**config.mk**
```make
export PLATFORM = sky130hd
export DESIGN_NAME = upstack
export DESIGN_NICKNAME = d
export VERILOG_FILES = /design/src/rtl/upstack.sv
export SDC_FILE = /design/constraint.sdc
export NUM_CORES = 1
export LEC_CHECK = 0
export CAP_MARGIN = 5
export CORE_MARGIN = 4
export CORE_UTILIZATION = 39
export DETAILED_ROUTE_END_ITERATION = 8
export GPL_TIMING_DRIVEN = 1
export PLACE_DENSITY = 0.8
export SLEW_MARGIN = 20
export SYNTH_ARGS = -nofsm -noshare
export SYNTH_HDL_FRONTEND = slang
export SYNTH_SLANG_ARGS = --single-unit
```
**constraint.sdc**
```tcl
create_clock -name clk -period 1.65 [get_ports clk]
set_input_delay 0.2475 -clock clk [delete_from_list [all_inputs] [get_ports clk]]
set_output_delay 0.2475 -clock clk [all_outputs]
set_load 0.1 [all_outputs]
```
**src/rtl/upstack.sv**
```systemverilog
module upstack #(
  parameter int AW = 8,
  parameter logic [AW-1:0] RESET_SP = 'h07
) (
  input  logic            clk,
  input  logic            rst_n,
  input  logic            push_req,
  input  logic            pop_req,
  input  logic            wide,
  input  logic [2*AW-1:0] push_data,
  input  logic            sp_we,
  input  logic [AW-1:0]   sp_wdata,
  output logic [AW-1:0]   ram_addr,
  output logic            ram_we,
  output logic [AW-1:0]   ram_wdata,
  input  logic [AW-1:0]   ram_rdata,
  output logic [2*AW-1:0] pop_data,
  output logic            pop_valid,
  output logic            busy,
  output logic            conflict_err,
  output logic [AW-1:0]   sp
);

  typedef enum logic [1:0] {IDLE, PUSH_HI, POP_LO} phase_t;

  phase_t        phase;
  logic [AW-1:0] hold;

  wire idle       = (phase == IDLE);
  wire start_push = idle & push_req & ~pop_req & ~sp_we;
  wire start_pop  = idle & pop_req & ~push_req & ~sp_we;
  wire do_read    = start_pop | ((phase == POP_LO) & ~sp_we);

  assign busy         = ~idle;
  assign conflict_err = idle & push_req & pop_req & ~sp_we;
  assign ram_we       = start_push | ((phase == PUSH_HI) & ~sp_we);
  assign ram_addr     = (start_push | (phase == PUSH_HI)) ? sp + 1'b1 : sp;
  assign ram_wdata    = (phase == PUSH_HI) ? hold : push_data[AW-1:0];

  always_ff @(posedge clk or negedge rst_n) begin
    if (!rst_n) begin
      sp        <= RESET_SP;
      phase     <= IDLE;
      hold      <= '0;
      pop_data  <= '0;
      pop_valid <= 1'b0;
    end else begin
      pop_valid <= 1'b0;
      if (sp_we)
        sp <= sp_wdata;
      else if (ram_we)
        sp <= sp + 1'b1;
      else if (do_read)
        sp <= sp - 1'b1;

      if (sp_we)
        phase <= IDLE;
      else if (start_push && wide)
        phase <= PUSH_HI;
      else if (start_pop && wide)
        phase <= POP_LO;
      else
        phase <= IDLE;

      if (start_push && wide)
        hold <= push_data[2*AW-1:AW];
      else if (start_pop && wide)
        hold <= ram_rdata;

      if (start_pop && !wide) begin
        pop_data  <= {{AW{1'b0}}, ram_rdata};
        pop_valid <= 1'b1;
      end else if (phase == POP_LO && !sp_we) begin
        pop_data  <= {hold, ram_rdata};
        pop_valid <= 1'b1;
      end
    end
  end


  push_moves_sp_chk: assert property (@(posedge clk) disable iff (!rst_n)
    (ram_we && !sp_we) |=> sp == $past(ram_addr));


  pop_steps_back_chk: assert property (@(posedge clk) disable iff (!rst_n)
    (pop_req && !push_req && !sp_we && !busy && !wide) |=> (pop_valid && sp == $past(sp) - 1'b1));


  conflict_no_move_chk: assert property (@(posedge clk) disable iff (!rst_n)
    conflict_err |-> (!ram_we ##1 (sp == $past(sp) && !pop_valid)));


  sp_load_chk: assert property (@(posedge clk) disable iff (!rst_n)
    sp_we |-> (!ram_we ##1 (sp == $past(sp_wdata) && !busy)));


  busy_one_cycle_chk: assert property (@(posedge clk) disable iff (!rst_n)
    busy |-> (!conflict_err ##1 !busy));

endmodule

```
==> results summary, run 1 <==
The count of hold buffers inserted by post-cts repair is 0. Setup repair after global routing could not meet its margin everywhere. The largest net degree at the start of global routing came out at 27. The worst clock skew is between 0.004 and 0.005 ns.

The number of H-tree levels is 2. The met3 demand-to-capacity share in global routing came out at 0.0359. The final total negative setup slack came out at -9.75 ns.

The classification of the worst setup path is reg2out. The sequential cell area fraction in the yosys report is 0.429. The clock root buffer is sky130_fd_sc_hd__clkbuf_8. The placed wire-length estimate after detailed placement came out at ~5300 um. The proportion of layout cells with a drive suffix above 1 came out at 0.539.

The die covers roughly 6500 um2. The synthesized netlist net count is approximately 250. The flow ran to the end, but the final reports show violations. For this run, asynchronously set or reset flops after synthesis account for 1.00.

The via count normalized by instance count is 5.20. The number of nets at the end of the flow came out at roughly 380. The number of max-slew violations in the final report was 0.

The post-route DRC violation count is 0. Leaving out fill and tap cells, the most frequent cells in the layout are sky130_fd_sc_hd__buf_4 (45), sky130_fd_sc_hd__buf_12 (44), sky130_fd_sc_hd__clkdlybuf4s50_1 (34). Dividing the final minimum period by the clock period gives 1.30. Measured against its own limit, the worst slew margin works out to 0.738.

The worst-case register-to-register setup slack came out at -0.35 ns. Measured along the y axis, the die boundary spans a little over 80 um. The final design instance area without fill came out at between 4000 and 5000 um2. STA classifies the critical path startpoint as a flip-flop. The actual slew at the worst max-slew pin is around 0.39 ns. The growth of design area from synthesis to finish is 111%.

The met2 track demand over resource is 0.400. The power per cell area is roughly 1100 nW/um2. The static leakage came out at around 1.9 nW. The post-synthesis instance total is 205. For this run the aggregate overflow at the end of global routing stands at 0. The final core area utilization came out at 0.847. The per-cell routed wire length came out at 18.0 um.

TritonCTS built the clock tree. The routed design has approximately 7400 um of wire. The worst hold path belongs to the class in2async. The final number of hold-violating endpoints came out at 0. For this run, the total global-route usage over all layers was measured as 0.219. The initial utilization of the core area, before any placement, comes to 0.401.

The layout filler cell count is 252. The warning count from the yosys run came out at 0. The worst-skew pair later-pin latency came out at slightly below 0.3 ns. The required time of the critical path came out at 1.40 ns. The average cell area after synthesis came out at between 9 and 10 um2. The number of buffers created by CTS is 5. Setup violations remaining at the end of the flow were counted as 50. Across the VDD grid, the largest voltage drop is 0.819 mV.

Data on the critical path arrives at its endpoint at 1.89 ns. After synthesis the cells add up to 2050 um2. Yosys mapped a number of flops with a built-in enable equal to 0. The library cell used most frequently in the layout, excluding fill and tap cells, is sky130_fd_sc_hd__buf_4. The width of the die is approximately 80 um. The area after detailed placement came out at a little under 4000 um2.

The total vias in the final route came out at approximately 2,100. The time the worst path needs with I/O delays and setup is ~2.1 ns. The layer flagged by global routing as most heavily used is met2. Final hold analysis gives a worst-case slack of about 0.28 ns. The main flop type after synthesis is sky130_fd_sc_hd__dfrtp_1. The first global-routing pass estimated about 11,000 um of wire. The worst-case setup margin in the final layout is -0.487 ns. The largest total area in the synthesized netlist belongs to sky130_fd_sc_hd__dfrtp_1.

The maximum net fanout on the critical path is 4. At the end of routability-driven placement, the weighted congestion stood at between 0.8 and 0.9. The core region is approximately 5100 um2. In this run the count of I/O pins placed on the die edge is slightly above 80. The pre-CTS setup slack is -0.635 ns. Summing all multi-input logic gate instances after layout gives around 1500 um2. The worst setup path is captured at a primary output. In the post-synthesis netlist, the biggest area contributors are sky130_fd_sc_hd__dfrtp_1 (39%), sky130_fd_sc_hd__mux2_2 (9.9%), sky130_fd_sc_hd__mux2i_1 (5.9%). The final reports fail on negative setup slack.

The number of global-route vias before repair is approximately 2,200. The antenna violation net count after detailed routing came out at 0. The area fraction of the dominant cell type after synthesis is 0.391. The number of violations reported at the end of detailed-routing iteration 0 came out at between 60 and 70. The initial antenna violation count is 0. The number of rows created at floorplan came out at 26.

After clock tree synthesis, the clock-pin slew on the worst setup and hold paths is about 0.070 ns. The number of clock sinks is 35. The count of port buffers added during placement came out at 81. The number of synthesized register bits came out at 35.

The combined flip-flop and latch cell area is about 900 um2. The diode insertion count for antenna repair is 0. The number of detailed-route iterations in the first pass is 4. The maximum count of clock buffers along a single path came out at 2. Across the run, the number of max-cap violations was 0. The maximum clock frequency came out at ~470 MHz. The number of different library cells in the post-synthesis netlist came out at between 40 and 50. In the global route stage, met1 resource usage came out at 0.262.
-- through the flow --
| step | std cells | total power, mW |
|---|---|---|
| finish | 413 | 4.90 |
| global route | 413 | 5.07 |
| CTS | 409 | 4.85 |
| detailed placement | 392 | 4.14 |
| global placement | 392 | 4.08 |
| floorplan | 205 | 2.96 |
-- cell families after synthesis --
logic type,share of synthesized area
AND/OR/NAND/NOR,0.183
flip-flops,0.429
AO/OA/AOI/OAI,0.109
multiplexers,0.158
buffers and inverters,0.0580
XOR/XNOR,0.0513
adder cells (fa/ha/maj),0.0122
-- state kept, by name (all words and copies together), names as in the netlist --
name and cells:
pop_valid 1, sp 8, pop_data 16, phase 2
hold 8
-- report_power, final --
part           internal [mW]  switching (mW)  total (mW)
clock                  0.295           0.316       0.611
combinational           1.20            1.85        3.05
sequential              1.04           0.207        1.25
total                   2.54            2.37        4.90
-- routing by layer --
| metal | part of all wire | vias up |
|---|---|---|
| li1 | - | 996 |
| met1 | 0.40 | 1062 |
| met2 | 0.54 | 73 |
| met3 | 0.042 | 17 |
| met4 | 0.020 | 0 |
| met5 | 0 | - |
-- layout make-up --
type	instances	share of cell area
clock buffers	6	0.0168
clock inverters	2	0.00289
inverters	7	0.00752
multi-input cells	152	0.338
flip-flops and latches	35	0.208
well taps	70	0.0202
repair buffers	141	0.407
-- path summary, 6_finish.rpt --
path,start,end,cells after the start
setup / recovery,sp[1],ram_addr[4],7
hold / removal,rst_n,pop_data[11],2
setup reg to reg,sp[0],sp[6],7
hold reg to reg,hold[7],hold[7],2
max in group asynchronous,rst_n,sp[2],2
min in group clk,sp_wdata[0],sp[0],3
-- synth_stat cells, drive strengths merged, types with 2 or more instances --
library cell / n
a21oi: 3
a22oi: 8
a31oi: 3
and3: 4
buf: 6
clkbuf: 5
dfrtp: 32
dfstp: 3
ha: 2
inv: 7
mux2: 18
mux2i: 12
nand2: 22
nand2b: 2
nand3: 5
nor2: 27
nor3: 2
nor3b: 4
o21ai: 9
o21bai: 2
or3: 3
xnor2: 5
xor2: 7
-- worst max-delay path, cell delays in order, from the launching register on --
cell                      delay [ns]
sky130_fd_sc_hd__dfstp_4        0.63
sky130_fd_sc_hd__buf_6          0.12
sky130_fd_sc_hd__ha_4           0.15
sky130_fd_sc_hd__nand3_4        0.08
sky130_fd_sc_hd__nor2_4         0.13
sky130_fd_sc_hd__buf_6          0.13
sky130_fd_sc_hd__xor2_4         0.17
sky130_fd_sc_hd__buf_12         0.19
-- what timing repair did --
action	CTS	global route
pin swaps	18	10
setup buffers	11	8
setup endpoints to repair	33	43
resized for setup	36	21
Power figures use the tool's default switching activity.
==> run 2: changes to the inputs <==
Settings changed: CORE_UTILIZATION 39 to 57, CTS_BUF_LIST set to sky130_fd_sc_hd__clkbuf_16, DONT_BUFFER_PORTS set to 1, PLACE_DENSITY 0.8 to 0.79.
==> run 2 against run 1 <==
  * The flow now stops in clock tree synthesis (4_1_cts)
  * Synthesized area unchanged
  * Synthesized cell count unchanged
==> results summary, run 2 <==
The first error in the log reads "[ERROR DPL-0033] detailed placement checks failed during check placement". For this configuration, the core starts out at a cell density of 0.600. The number of H-tree levels is 2. The share of the synthesized area in compound gates (AO/OA/AOI/OAI) came to 0.109. In the synthesized netlist the dominant register cell turns out to be sky130_fd_sc_hd__dfrtp_1. The portion of synthesized area spent on multiplexers is 0.158. The synthesized netlist net count is roughly 250. Of all cell types, the one taking the most synthesized area is sky130_fd_sc_hd__dfrtp_1. The placed wire-length estimate after detailed placement is approximately 5200 um.

The width of the die is 68.0 um. The number of gates given a new drive strength after cts came out at 38. Ranked by total cell area, the synthesized netlist is headed by sky130_fd_sc_hd__dfrtp_1 (39%), sky130_fd_sc_hd__mux2_2 (9.9%), sky130_fd_sc_hd__mux2i_1 (5.9%).

The sequential cell area fraction in the yosys report came out at 0.429. The placer congestion estimate is roughly 0.9. The number of synthesized flops with an enable pin is 0.

The setup fix buffers added after clock tree synthesis is 9. The area fraction of the dominant cell type after synthesis is 0.391. Yosys printed 0 warnings.

The count of port buffers added during placement is 0. The die is approximately 68 um tall. The netlist area before placement came out at a little over 2000 um2. Counting flops with an async set or reset pin after synthesis yields a share of 1.00.

The average cell area after synthesis is between 9 and 10 um2. The post-synthesis share of cell area spent on and, or, nand and nor gates is 0.183. The number of different library cells in the post-synthesis netlist is 44. The cell count after synthesis came out at about 210. The number of rows created at floorplan is 21. TritonCTS created 5 clock buffers. Of the total synthesized cell area, the portion taken by full adders, half adders and majority gates is 0.0122.

Clock tree synthesis selected as its root buffer the cell sky130_fd_sc_hd__clkbuf_16. The number of synthesized register bits came out at 35. The count of hold buffers inserted by post-cts repair is 2.

The maximum count of clock buffers along a single path is 2. The flow did not finish. Of the total synthesized cell area, the portion taken by XOR and XNOR cells is 0.0513. The flow halted during clock tree synthesis (4_1_cts). The tree built by TritonCTS fans out to 35 sinks.

The number of top-level pins came out at about 80. In the synthesized netlist, the cells that appear most often are sky130_fd_sc_hd__dfrtp_1 (32), sky130_fd_sc_hd__nor2_1 (24), sky130_fd_sc_hd__nand2_1 (22). The most instantiated library cell after synthesis is sky130_fd_sc_hd__dfrtp_1. The combinational family with the most area after synthesis is simple AND/OR/NAND/NOR gates.
-- run 2: cell counts after synthesis --
No cell type changed its count.
-- run 2: cell families after synthesis --
family	after synthesis
simple gates	76
buf+inv	18
compound gates	32
xor+xnor	12
fa+ha+maj	2
mux	30
flops	35
-- run 2: through the flow --
| step | cell area [um2] | utilization | instances | worst slack (ns) | hold slack (ns) |
|---|---|---|---|---|---|
| 2_1_floorplan | 2340 | - | 205 | -0.617 | -0.0481 |
| 3_3_place_gp | 2970 | 0.870 | 307 | -0.224 | -0.0467 |
| 3_5_place_dp | 2970 | 0.870 | 307 | -0.294 | -0.0468 |
==> run 3: changes to the inputs <==
Settings changed: CORE_UTILIZATION 57 to 40, CTS_BUF_LIST sky130_fd_sc_hd__clkbuf_16 to unset, PLACE_DENSITY 0.79 to unset, PLACE_DENSITY_LB_ADDON set to 0.15.
Clock period 1.65 ns to 2.1 ns, I/O delays scaled along.
==> run 3 against run 2 <==
  * The flow now finishes, with violations (negative setup slack)
==> results summary, run 3 (synthesis gave the netlist of run 1 again) <==
The number of global-route vias before repair came to roughly 1,800. The number of nets at the end of the flow is slightly below 300. The worst-skew pair later-pin latency came out at 0.29 ns.

The most common library cell in the layout ignoring fill and taps is sky130_fd_sc_hd__buf_4. Across every metal layer, demand over resource in global routing totals 0.186. The classification of the worst setup path is reg2out. The power per cell area is about 1000 nW/um2. The die is just under 80 um wide. The worst-case headroom to the max-slew limit is 0.396. The number of buffers created by CTS is 5.

The final core area utilization came out at 0.625. The initial antenna violation count came to 0. In the final layout, the registers with the most flip-flops are pop_data: 16 flops, hold: 8 flops, sp: 8 flops.

CTS built an H-tree with a depth of 2. The worst-case setup margin in the final layout is -0.0373 ns. around 80 I/O pins were placed. The largest net degree at the start of global routing came out at 36. For this configuration, the core starts out at a cell density of 0.423.

The run finished, with violations left. The wire length of the first global-routing pass is between 9000 and 10,000 um. The count of port buffers added during placement is 0. For this design, the slowest cell found on the critical path is sky130_fd_sc_hd__dfstp_4. The number of detailed-route iterations in the first pass is 4. The growth of design area from synthesis to finish came out at 47.9%. The clock share of power came out at 0.153. The via count normalized by instance count is 5.32. The die area is between 6000 and 7000 um2. The worst clock skew is roughly 0.0056 ns. The final total negative setup slack is -0.0859 ns.

The antenna violation net count after detailed routing is 0. In this run the deepest clock path goes through 2 buffers. The sequential power share came out at 0.397. The number of buffers and inverters on the critical path came out at 1. At the pin with the least slew margin, the transition time is 0.906 ns. The total vias in the final route is 1,714. The final reports fail on negative setup slack. The total power after layout is 3.17 mW. The startpoint type of the worst setup path is a flip-flop. The number of rows created at floorplan is 25. The diode insertion count for antenna repair is 0. The cell-internal power came out at around 1.5 mW. The time the worst path needs with I/O delays and setup is 2.14 ns. The congestion estimate from routability-driven global placement came to between 0.8 and 0.9.

The cell sitting at the root of the clock tree is a sky130_fd_sc_hd__clkbuf_8. The placed wire-length estimate after detailed placement is 4350 um. On the worst path, the slowest cell contributes a delay of ~0.67 ns. The proportion of layout cells with a drive suffix above 1 is 0.471. The final number of hold-violating endpoints came to 0.

The per-cell routed wire length is 17.3 um. For this design the static power due to leakage is 1.29 nW. The signal on the critical path passes through nand3_4, nor2_4, nand3_2, nor2_4, xor2_4, buf_12. The CTS tree is yes. The most numerous cell type found on the critical path is sky130_fd_sc_hd__nor2_4. The number of violations reported at the end of detailed-routing iteration 0 is 108. Hold is met by about 0.096 ns. The worst IR drop on VDD came out at 0.703 mV. The core outline area came out at ~4800 um2.

Leaving out fill and tap cells, the most frequent cells in the layout are sky130_fd_sc_hd__buf_4 (35), sky130_fd_sc_hd__dfrtp_1 (26), sky130_fd_sc_hd__nand2_1 (22). The maximum net fanout on the critical path is 7. After clock tree synthesis, the clock-pin slew on the worst setup and hold paths is roughly 0.08 ns. Of the total power, the share spent switching nets is 0.533. The worst setup path is captured at a primary output.

The endpoint arrival time on the critical path is 1.82 ns. The required time of the critical path came out at between 1.5 and 2 ns. Of the available clock period, the critical path in the final layout requires 1.02. The total overflow reported by the global router came out at 0. The maximum clock frequency is around 470 MHz. Ranked by flip-flop count, first place goes to pop_data. The switching power of the nets came out at ~1.7 mW. The path class of the tightest hold or removal check is in2reg.

Setup repair after global routing could not meet its margin everywhere. The number of clock sinks is 35. The number of max-slew violations in the final report came out at 0.

The power share of the combinational group is 0.449. Wires add up to between 5000 and 6000 um. Max-cap violations in this run came to 0.

The cell type group with the largest total delay on the critical path is flip-flops. The final setup violation count is 3. In the routed design, unresolved DRC markers number 0. The number of flip-flops in the largest register came out at 16. The height of the die is 79.6 um.
==> run 3: path summary, 6_finish.rpt <==
kind | startpoint | endpoint | slack (ns) | cells past startpoint
max in group asynchronous | rst_n | sp[0] | 1.38 | 2
setup reg to reg | sp[0] | sp[6] | 0.07 | 7
hold / removal | sp_we | sp[0] | 0.1 | 1
min in group asynchronous | rst_n | sp[3] | 0.48 | 2
hold reg to reg | hold[1] | hold[1] | 0.51 | 2
setup / recovery | sp[2] | ram_addr[7] | -0.04 | 6
==> run 3: power groups by stage <==
stage	Clock, mW	Combinational (mW)	Sequential [mW]
5_1_grt	0.541	1.49	1.28
3_5_place_dp	0	1.38	1.27
4_1_cts	0.504	1.42	1.26
2_1_floorplan	0	0.727	1.58
3_3_place_gp	0	1.36	1.26
6_report	0.485	1.42	1.26
==> run 3: cell type report <==
cell class              count  area, um2
clock buffers               5       68.8
clock inverters             3       20.0
fillers                   402       1820
inverters                   7       30.0
multi-input cells         152       1320
flip-flops and latches     35        901
well taps                  67       83.8
repair buffers             53        604
==> run 3: repair_timing <==
item                                    4_1_cts  5_1_grt
endpoints found under the setup margin       15        8
hold endpoints to repair                     35        0
buffers inserted                              2        4
resized for setup                             8        5
hold buffers                                  2        0
pin swaps                                     5        3
==> run 3: routing by layer <==
| metal | part of all wire | global-route usage | vias to the layer above | wire, um |
|---|---|---|---|---|
| li1 | - | - | 808 | - |
| met1 | 0.42 | 0.240 | 832 | 2360 |
| met2 | 0.48 | 0.297 | 67 | 2690 |
| met3 | 0.083 | 0.0666 | 7 | 466 |
| met4 | 0.012 | 0.0464 | 0 | 68 |
| met5 | 0 | 0 | - | 0 |
==> run 3: metrics by stage <==
step,setup slack (ns),std cells,cell area [um2]
after detailed placement,0.0899,306,2810
after global routing,-0.103,322,3030
after CTS,-0.0420,318,2990
final,-0.0373,322,3030
after global placement,0.159,306,2810
after floorplan,-0.235,205,2300
